`src/rtl/memcs_pkg.sv`:
```
package memcs_pkg;
  localparam int NUM_MID = 4;
  localparam int RGN_W   = $clog2(NUM_MID);

  typedef enum logic {
    PIN3_SELECT  = 1'b0,
    PIN3_REFRESH = 1'b1
  } pin3_mode_e;
endpackage

```
`src/rtl/memcs_win_low.sv`:
```
module memcs_win_low #(
  parameter int ADDR_W = 20,
  parameter int L2_W   = 5,
  parameter int MIN_L2 = 10,
  parameter int MAX_L2 = 19
) (
  input  logic [ADDR_W-1:0] addr,
  input  logic              en,
  input  logic [L2_W-1:0]   size_l2,
  output logic              hit
);
  localparam logic [L2_W-1:0] LO = L2_W'(MIN_L2);
  localparam logic [L2_W-1:0] HI = L2_W'(MAX_L2);

  logic [L2_W-1:0] eff_l2;

  always_comb begin
    if (size_l2 < LO)      eff_l2 = LO;
    else if (size_l2 > HI) eff_l2 = HI;
    else                   eff_l2 = size_l2;
    hit = en && ((addr >> eff_l2) == '0);
  end
endmodule

```
`src/rtl/memcs_win_mid.sv`:
```
module memcs_win_mid
  import memcs_pkg::*;
#(
  parameter int ADDR_W = 20,
  parameter int L2_W   = 5,
  parameter int MIN_L2 = 13,
  parameter int MAX_L2 = 19
) (
  input  logic [ADDR_W-1:0]  addr,
  input  logic               en,
  input  logic [ADDR_W-1:0]  base,
  input  logic [L2_W-1:0]    size_l2,
  output logic [NUM_MID-1:0] rgn_hit
);
  localparam logic [L2_W-1:0] LO  = L2_W'(MIN_L2);
  localparam logic [L2_W-1:0] HI  = L2_W'(MAX_L2);
  localparam logic [L2_W-1:0] SUB = L2_W'(RGN_W);

  logic [L2_W-1:0]  eff_l2;
  logic             win_hit;
  logic [RGN_W-1:0] idx;

  always_comb begin
    if (size_l2 < LO)      eff_l2 = LO;
    else if (size_l2 > HI) eff_l2 = HI;
    else                   eff_l2 = size_l2;
    win_hit = en && (((addr ^ base) >> eff_l2) == '0);
    idx     = RGN_W'(addr >> (eff_l2 - SUB));
  end

  for (genvar g = 0; g < NUM_MID; g++) begin : g_rgn
    assign rgn_hit[g] = win_hit && (idx == RGN_W'(g));
  end
endmodule

```
`src/rtl/memcs_decoder.sv`:
```
module memcs_decoder
  import memcs_pkg::*;
#(
  parameter int ADDR_W     = 20,
  parameter int L2_W       = 5,
  parameter int LOW_MIN_L2 = 10,
  parameter int LOW_MAX_L2 = 19,
  parameter int MID_MIN_L2 = 13,
  parameter int MID_MAX_L2 = 19
) (
  input  logic              clk,
  input  logic              rst,
  input  logic [ADDR_W-1:0] addr,
  input  logic              addr_vld,
  input  logic              bus_hold,
  input  logic              cfg_low_en,
  input  logic [L2_W-1:0]   cfg_low_size_l2,
  input  logic              cfg_mid_en,
  input  logic [ADDR_W-1:0] cfg_mid_base,
  input  logic [L2_W-1:0]   cfg_mid_size_l2,
  input  logic              cfg_dram_en,
  input  logic              rfsh_req,
  output logic              low_sel_n,
  output logic [3:0]        mid_sel_n
);
  logic               low_hit;
  logic [NUM_MID-1:0] mid_hit;
  logic               go;
  logic               low_q;
  logic [NUM_MID-1:0] mid_q;
  logic [NUM_MID-1:0] mid_d;
  pin3_mode_e         pin3_mode;

  memcs_win_low #(
    .ADDR_W(ADDR_W), .L2_W(L2_W), .MIN_L2(LOW_MIN_L2), .MAX_L2(LOW_MAX_L2)
  ) u_low (
    .addr(addr), .en(cfg_low_en), .size_l2(cfg_low_size_l2), .hit(low_hit)
  );

  memcs_win_mid #(
    .ADDR_W(ADDR_W), .L2_W(L2_W), .MIN_L2(MID_MIN_L2), .MAX_L2(MID_MAX_L2)
  ) u_mid (
    .addr(addr), .en(cfg_mid_en), .base(cfg_mid_base),
    .size_l2(cfg_mid_size_l2), .rgn_hit(mid_hit)
  );

  assign go        = addr_vld && !bus_hold;
  assign pin3_mode = cfg_dram_en ? PIN3_REFRESH : PIN3_SELECT;

  always_comb begin
    for (int i = 0; i < NUM_MID; i++)
      mid_d[i] = !(go && !low_hit && mid_hit[i]);
    if (pin3_mode == PIN3_REFRESH)
      mid_d[NUM_MID-1] = !rfsh_req;
  end

  always_ff @(posedge clk) begin
    if (rst) begin
      low_q <= 1'b1;
      mid_q <= '1;
    end else begin
      low_q <= !(go && low_hit);
      mid_q <= mid_d;
    end
  end

  assign low_sel_n = low_q;
  assign mid_sel_n = mid_q;
endmodule

```
`config.mk`:
```
export PLATFORM = sky130hd
export DESIGN_NAME = memcs_decoder
export DESIGN_NICKNAME = d
export VERILOG_FILES = /design/src/rtl/memcs_pkg.sv /design/src/rtl/memcs_win_low.sv /design/src/rtl/memcs_win_mid.sv /design/src/rtl/memcs_decoder.sv
export SDC_FILE = /design/constraint.sdc
export NUM_CORES = 1
export LEC_CHECK = 0
export ABC_AREA = 1
export CAP_MARGIN = 10
export CELL_PAD_IN_SITES_DETAIL_PLACEMENT = 1
export CELL_PAD_IN_SITES_GLOBAL_PLACEMENT = 1
export CORE_AREA = 2 2 61 63
export DETAILED_ROUTE_END_ITERATION = 7
export DIE_AREA = 0 0 63 65
export DONT_BUFFER_PORTS = 1
export PLACE_DENSITY_LB_ADDON = 0.08
export SETUP_SLACK_MARGIN = 0.05
export SLEW_MARGIN = 10
export SYNTH_ARGS = -nofsm -noshare
export SYNTH_HDL_FRONTEND = slang
export SYNTH_SLANG_ARGS = --single-unit
```
`constraint.sdc`:
```
create_clock -name clk -period 1.75 [get_ports clk]
set_input_delay 0 -clock clk [delete_from_list [all_inputs] [get_ports clk]]
set_output_delay 0 -clock clk [all_outputs]
set_load 0.05 [all_outputs]
```
# Yosys cells after proc, flatten, opt, wreduce, memory -nomap -nowiden

Cells that the tools add are included.

Add/sub/neg operators: 1
Magnitude comparators: 4
Equality and inequality tests: 3
Shift operators: 3
Muxes and demuxes: 6
Bitwise logic cells: 1
Reductions and logical operators: 24

Operator list:

| kind                                                                         | count |
|---|---|
| 20-bit zero test                                                             | 2 |
| 20-bit by 5-bit right shift with 20-bit output                               | 2 |
| 5-bit two-way mux                                                            | 4 |
| 20-bit by 5-bit right shift with 2-bit output                                | 1 |
| 20-bit bitwise XOR                                                           | 1 |
| 1-bit logical AND                                                            | 13 |
| 5-bit > comparator, second input constant                                    | 2 |
| 5-bit by 4-bit less-than comparator with 1-bit output, second input constant | 2 |
| 1-bit zero test                                                              | 8 |
| 5-bit by 2-bit subtractor with 5-bit output, second input constant           | 1 |
| 2-bit == test, second input constant                                         | 2 |
| 2-bit by 1-bit == test with 1-bit output, second input constant              | 1 |
| 2-bit zero test                                                              | 1 |
| 1-bit two-way mux                                                            | 2 |

Register bits after elaboration: 5
Input bits: 58
Output and inout bits: 5
Word-level logic and storage cells: 44

# Longest topological paths before layout

Gate-level depths: netlist of the first run.

Word-level depth: 11
Gate-level depth with buffers: 17
Gate-level depth less buffers: 15

# Hierarchy

A second synthesis of the first run with hierarchy kept.

Cell total of the unflattened synthesis: 208
Area total of the unflattened synthesis: 1131.1 um2

Modules (own cells, without submodules):

| module        | instances | cells each | area an instance (um2) | sequential area each (um2) |
|---|---|---|---|---|
| memcs_win_mid | 1         | 145        | 747.0                  | 0.0 |
| memcs_win_low | 1         | 43         | 216.5                  | 0.0 |
| memcs_decoder | 1         | 20         | 167.7                  | 100.1 |

# Least setup slack after synthesis of the first run

OpenSTA, ideal clock, no wires.

Path kind: input -> register
Start point: input port cfg_mid_size_l2[2]
End point: register mid_q[3], in the netlist mid_sel_n[3]
Setup time: 0.113 ns
Arrival time: 1.578 ns
Required time: 1.637 ns
Setup slack: 0.059 ns
Cell stages on the path: 16
Buffers on the path: 2
Cells stage by stage: nand2_1 > o21ai_2 > nand2_2 > buf_6 > buf_6 > ha_1 > xor2_1 > inv_1 > nor2_1 > inv_1 > nor2_1 > o21ai_0 > nand2_1 > nand3_1 > nand2_1 > nand2_1

Word-level cells in the longest chain between the ends: 10
Elaborated cells on any way between the ends: 14
Classes of those cells: 1 x add/sub; 2 x order compare; 1 x eq/ne; 2 x shift; 3 x mux; 5 x reduce/logical

Ends and longest elaborated chain:

| item                                                                                                                 | line                                     | RTL |
|---|---|---|
| start: declaration                                                                                                   | memcs_decoder.sv:20                      | `input logic [L2_W-1:0] cfg_mid_size_l2,` |
| 5-bit > comparator                                                                                                   | memcs_win_mid.sv:25                      | `else if (size_l2 > HI) eff_l2 = HI;` |
| 5-bit two-way mux                                                                                                    | memcs_win_mid.sv:25                      |  |
| 5-bit two-way mux *                                                                                                  | memcs_win_mid.sv:24                      | `if (size_l2 < LO) eff_l2 = LO;` |
| 5-bit by 2-bit subtractor with 5-bit output / 20-bit by 5-bit right shift with 20-bit output (equally long branches) | memcs_win_mid.sv:28, memcs_win_mid.sv:27 |  |
| 20-bit by 5-bit right shift with 2-bit output / 20-bit zero test (equally long branches)                             | memcs_win_mid.sv:28, memcs_win_mid.sv:27 |  |
| 2-bit == test / 1-bit logical AND (equally long branches)                                                            | memcs_win_mid.sv:32, memcs_win_mid.sv:27 |  |
| 1-bit logical AND *                                                                                                  | memcs_win_mid.sv:32                      | `assign rgn_hit[g] = win_hit && (idx == RGN_W'(g));` |
| 1-bit logical AND *                                                                                                  | memcs_decoder.sv:52                      | `mid_d[i] = !(go && !low_hit && mid_hit[i]);` |
| 1-bit zero test *                                                                                                    | memcs_decoder.sv:52                      |  |
| 1-bit two-way mux *                                                                                                  | memcs_decoder.sv:53                      | `if (pin3_mode == PIN3_REFRESH)` |
| end signal: assignment                                                                                               | memcs_decoder.sv:63                      | `mid_q <= mid_d;` |
| end: declaration                                                                                                     | memcs_decoder.sv:30                      | `logic [NUM_MID-1:0] mid_q;` |

Mark *: on every way between the ends. The rest lies on a longest branch, timed or not.
A chain may end at the register's enable or synchronous reset.

==> impl_results.md, run 1 <==
* Largest net degree at the start of global routing at 20
* Final GP Congestion at ~0.74
* Max-cap violations at 0
* Setup tns final at 0 ns
* Leakage at roughly 0.55 nW
* Residual DRC count at 0
* Async SR Flop Fraction at 0%
* Mapped cell area at between 900 and 1000 sq um
* Layout cells sized above 1 at 7.00%
* Synth area leader: nand2_1
* Mapped Avg Cell Area at 5.17 sq um
* Worst setup EP type: register
* Combinational power share at roughly 51%
* Vias in the first global route at 1326
* EDFF count, synth at 0
* Num ports at 63
* CP max FO at 2
* Antenna Cells at 0
* Initial antenna violation count at 0
* Core Area at roughly 3500 sq um
* H-tree Lvls at 1
* CP Launch Point: rst
* Yosys Warn Count at 0
* Net switching power of the design at 0.213 mW
* Slew Limit Fails at 0
* Core Util, Final at 31.7%
* Global route total overflow at 0
* PwrDens at ~460 nW/um^2
* Setup violators final at 0
* Min cycle time layout at between 1 and 1.5 ns
* DR vias/cell at 4.97
* Die width at 63 um
* Die height at around 65 um
* Seq/Total Area, Yosys at ~10%
* RSZ-0062 raised after global routing: no
* CP Launch Type: primary input
* Post-CTS Setup Bufs at 0
* Least-Margin Pin Slew at 0.480 ns
* Worst EP required at 1.87 ns
* Max-slew headroom at 68.0%
* Inserted Clock Buffers at 3
* P&R area growth vs syn at 11.0%
* Total GRT Usage at 16.5%
* Worst-path clk slew at 0.05 ns
* Status: finished, final reports clean
* Reg power frac at roughly a quarter
* Starting Density at between 20% and 30%
* Wirelength per Cell at between 10 and 15 um
* Peak supply drop at 0.000130 V
* Final net count at 260
* Clock Power Share at approximately a quarter
* Area share of the largest cell type after synthesis at 22.9%
* # rows at 22
* Largest cells by area after synthesis: nand2_1 (23%), nand3_1 (18%), dfxtp_1 (10%)
* First-pass GRT wire length at about 5600 um
* # port buffers at 0
* 1st-iter DRT viols at 40
* #FFs+latches synth at 5
* Top-count cell post-synth: nand2_1
* Clock Tree Buf Depth at 2
* Post-synth cell types at 23
* Syn_nets at between 200 and 300
* Post-CTS resize count at 0
* Min-delay worst type: primary input to register
* Most used DFF post-synth: dfxtp_1
* Net Sw Frac at 41.4%
* Final hold viol count at 0
* Final worst-path cycle share at 76.2%
* Num Clock Sinks at 5
* Number of routed nets with antenna violations at 0
* Hold Path Origin: bus_hold
* Drt pass-1 iters at 4
* CTS tree: done
* Fmax at 0.750 GHz
* Die area at 4100 sq um
* Vias at 1233
* CP arrival at 1.45 ns
* Internal Pwr Total at 0.301 mW
* Hpwl dp at 2690 um
* Commonest cells in the netlist: nand2_1 (61), nand3_1 (36), inv_1 (21)
* CTS root buf: clkbuf_4
* DRT Wirelength at 3240 um
* Mapped Cells at 193
* CP Class: primary input to register
[routing by layer]
layer  GRT usage, %  vias to the layer above  share of wire (%)
li1               -                      639                  -
met1           19.1                      555                 43
met2           32.8                       39                 52
met3           2.43                        0                5.4
met4           1.67                        0                  0
met5              0                        -                  0
[power groups by stage]
stage | Combinational (mW) | Clock, mW | Sequential [mW]
after floorplan | 0.211 | 0 | 0.124
after global placement | 0.247 | 0 | 0.124
after detailed placement | 0.253 | 0 | 0.124
after CTS | 0.263 | 0.137 | 0.122
after global routing | 0.302 | 0.152 | 0.122
final | 0.259 | 0.133 | 0.122
[path summary, 6_finish.rpt]
| kind | depth (start not counted) | endpoint |
|---|---|---|
| worst max-delay path | 4 | low_sel_n |
| worst min-delay path | 6 | mid_sel_n[3] |
[critical path, stage by stage]
cell and delay, ns:
dlygate4sd3_1 0.56, nor3_1 0.24, dlygate4sd3_1 0.58, nand2_1 0.06
[cells by family after synthesis]
group                      after synthesis  share of synthesized area [%]
AOI/OAI and AO/OA                       30                           16.3
xor gates and xnor gates                 8                           7.02
adders and majority gates                1                           1.25
buffers and inverters                   29                           14.3
DFF                                      5                           10.0
and+or+nand+nor                        120                           51.1
[area by class of cell]
class / instances / area, sq um
repair buffers: 9 / 80.1
well taps: 48 / 60.1
clock buffers: 4 / 26.3
flip-flops and latches: 5 / 100
inverters: 23 / 86.3
multi-input cells: 159 / 756
fillers: 516 / 2390
[cell usage in the layout (no fill, tap or decap)]
master | synthesis | routed
o21ai_2 | 1 | 1
inv_1 | 21 | 21
nor2_2 | 1 | 1
nand2_1 | 61 | 61
o21ai_0 | 13 | 13
clkbuf_1 | 1 | 1
a21oi_2 | 1 | 1
nand3_1 | 36 | 36
dfxtp_1 | 5 | 5
nor2_1 | 17 | 17
xor2_1 | 7 | 7
dlygate4sd3_1 | 0 | 5
buf_4 | 1 | 4
inv_2 | 2 | 2
nand3b_1 | 1 | 1
nand4_1 | 1 | 1
xnor2_1 | 1 | 1
a21oi_1 | 13 | 13
ha_1 | 1 | 1
nand2_2 | 2 | 2
o31ai_1 | 1 | 1
a21boi_0 | 1 | 1
nor3_1 | 1 | 1
clkbuf_4 | 0 | 3
[state kept, by name, summed over array words and instances, names as in the netlist]
register   cells
mid_sel_n      4
low_sel_n      1
[stage by stage]
step / setup slack (ns) / total power, mW / instances / cell area (sq um) / hold slack, ns
final: 0.416 / 0.514 / 248 / 1110 / 0.0836
after global placement: 0.178 / 0.371 / 239 / 1030 / 0.107
after floorplan: 0.0589 / 0.335 / 193 / 998 / 0.0987
after detailed placement: 0.147 / 0.377 / 239 / 1030 / 0.108
after global routing: 0.176 / 0.575 / 248 / 1110 / 0.120
after CTS: 0.405 / 0.522 / 248 / 1110 / 0.0765
[repair_timing]
item	CTS	global route
hold endpoints to repair	2	0
hold buffers	5	0
endpoints found under the setup margin	0	0
Note: power is estimated with default switching activity, not from simulation.
==> run 2: changes to the inputs <==
--- a/config.mk
+++ b/config.mk
@@ -5,7 +5,7 @@
 export SDC_FILE = /design/constraint.sdc
 export NUM_CORES = 1
 export LEC_CHECK = 0
-export ABC_AREA = 1
+export ABC_AREA = 0
 export CAP_MARGIN = 10
 export CELL_PAD_IN_SITES_DETAIL_PLACEMENT = 1
 export CELL_PAD_IN_SITES_GLOBAL_PLACEMENT = 1
==> constraint.sdc (replaced) <==
create_clock -name clk -period 1.2 [get_ports clk]
set_input_delay 0 -clock clk [delete_from_list [all_inputs] [get_ports clk]]
set_output_delay 0 -clock clk [all_outputs]
set_load 0.05 [all_outputs]
==> impl_results.md, run 2 <==
* Core Area at 3500 sq um
* 1st-iter DRT viols at 36
* Most common cell after layout, fill and taps aside: buf_4
* Placed inst area at 1270 sq um
* Drt pass-1 iters at 4
* CP max-delay cell: mux4_2
* Critical Path End: mid_sel_n[3]
* Delay-heaviest family, CP: simple AND/OR/NAND/NOR gates
* Num ports at 63
* DRT Wirelength at 3970 um
* Num Clock Sinks at 5
* Fmax at ~0.6 GHz
* Number of routed nets with antenna violations at 0
* Mapped Avg Cell Area at 7.10 sq um
* Antenna Cells at 0
* Filler instances at 454
* CTS root buf: clkbuf_4
* Critical path depth at 8
* Most used DFF post-synth: dfxtp_1
* Inserted Clock Buffers at 3
* Final GP Congestion at 0.846
* Least-Margin Pin Slew at 0.484 ns
* Yosys Warn Count at 0
* Met3 Track Usage GR at under 10%
* Die area at 4100 sq um
* DR vias/cell at approximately 5.5
* Syn_nets at 200
* Critical path cell sequence: or3b_4, a21oi_4, mux4_2, or3_1, nand3_2, o21ai_2, nor3b_2, a21oi_1
* CP Launch Point: cfg_mid_size_l2[3]
* #FFs+latches synth at 5
* Max reg flops at 4
* Hpwl dp at roughly 3200 um
* Residual DRC count at 0
* Largest cells by area after synthesis: a21oi_1 (11%), dfxtp_1 (10%), nand2_1 (7.1%)
* First-pass GRT wire length at about 6300 um
* Most frequent cells in the layout: buf_4 (26), nand2_1 (19), a21oi_1 (15), inv_1 (6), nor2_1 (6)
* Worst-path clk slew at 0.04 ns
* Hold Path Origin: addr[18]
* Die width at 63 um
* Sum of buffers and inverters on the critical path at 0
* RSZ-0062 raised after global routing: yes
* # rows at 22
* Leakage at 0.537 nW
* EDFF count, synth at 0
* Met1 GRT Util at roughly a quarter
* PwrDens at 616 nW/um^2
* Max-cap violations at 0
* Clock Tree Buf Depth at 2
* Total GRT Usage at between 10% and 20%
* Wirelength per Cell at 18.3 um
* WHS at between 0.05 and 0.06 ns
* CP max FO at 7
* P&R area growth vs syn at 40.0%
* GR peak layer: met2
* Slew Limit Fails at 0
* Setup WS pre-CTS at -0.804 ns
* Post-synth cell types at 48
* CP arrival at between 1.5 and 2 ns
* Final instance area at 1400 sq um
* Largest net degree at the start of global routing at 12
* Area share of the largest cell type after synthesis at 10.5%
* Global route total overflow at 0
* Worst setup EP type: register
* Worst EP required at 1.38 ns
* # port buffers at 0
* Violated checks: negative setup slack
* Final WS setup at -0.459 ns
* Async SR Flop Fraction at 0%
* Vias in the first global route at 1279
* Setup tns final at -1.72 ns
* Final hold viol count at 0
* Max-slew headroom at approximately two thirds
* Synth area leader: a21oi_1
* Commonest cells in the netlist: a21oi_1 (21), nand2_1 (19), nor2_1 (7)
* Mapped cell area at roughly 1000 sq um
* Status: finished, violations left
* Crit-path max cell delay at 0.50 ns
* CTS tree: done
* Setup violators final at 4
* Min-delay worst type: primary input to register
* Seq/Total Area, Yosys at 10.0%
* CP Class: primary input to register
* Mapped Cells at 141
* Initial antenna violation count at 0
* Final worst-path cycle share at 138%
* CP Launch Type: primary input
* Final net count at 229
* Top-count cell post-synth: a21oi_1
* Total power at 0.864 mW
* Die height at about 65 um
* Layout cells sized above 1 at 34.3%
* H-tree Lvls at 1
* Vias at 1204
* Starting Density at 28.6%
* Peak supply drop at 0.000175 V
* Min cycle time layout at about 1.7 ns
* Grt met2 use at between 30% and 40%
==> run 2: where the power goes <==
group / internal [mW] / switching [mW] / total, mW / leakage, nW
logic: 0.256 / 0.231 / 0.487 / 0.481
registers: 0.169 / 0.00755 / 0.176 / 0.0406
clock network: 0.126 / 0.0746 / 0.201 / 0.0150
total: 0.551 / 0.313 / 0.864 / 0.537
==> run 2: worst min path at each step <==
| stage | slack, ns | depth (start not counted) | endpoint |
|---|---|---|---|
| 2_1_floorplan | 0.11 | 2 | low_sel_n |
| 3_3_place_gp | 0.17 | 2 | mid_sel_n[3] |
| 3_5_place_dp | 0.16 | 2 | mid_sel_n[3] |
| 4_1_cts | 0.05 | 4 | low_sel_n |
| 5_1_grt | 0.08 | 4 | low_sel_n |
| 6_report | 0.06 | 4 | low_sel_n |
==> run 2: routing by layer <==
metal | vias up | part of all wire (%)
li1 | 592 | -
met1 | 573 | 43
met2 | 34 | 51
met3 | 5 | 4.6
met4 | 0 | 1.1
met5 | - | 0
==> run 2: per-stage QoR <==
step / instances / utilization, %
floorplan: 141 / -
global placement: 208 / 36.3
detailed placement: 208 / 36.3
CTS: 216 / 38.7
global route: 217 / 40.1
finish: 217 / 40.1
==> run 2: final cells by class <==
| cell class | count | area (sq um) | area share (%) |
|---|---|---|---|
| Clock buffer | 4 | 26.3 | 1.88 |
| Inverter | 7 | 26.3 | 1.88 |
| Multi-Input combinational cell | 123 | 943 | 67.3 |
| Timing Repair Buffer | 30 | 245 | 17.5 |
| Sequential cell | 5 | 100 | 7.14 |
| Tap cell | 48 | 60.1 | 4.29 |
==> run 2: cell families (layout without fill, tap and decap cells) <==
family	Yosys count	count (layout)	synth area share [%]
XOR/XNOR	10	10	8.75
flip-flops	5	5	10.0
buffers and inverters	13	41	7.50
multiplexers	3	3	4.25
adder cells (fa/ha/maj)	1	1	1.25
AO/OA/AOI/OAI	62	62	44.4
AND/OR/NAND/NOR	47	47	23.9
==> run 2: what timing repair did <==
action / CTS / global route
hold buffers: 3 / 0
endpoints found under the setup margin: 4 / 4
setup buffers: 1 / 2
gates resized for setup: 4 / 8
pin swaps: 6 / 8
gates cloned: 0 / 0
hold endpoints to repair: 2 / 0
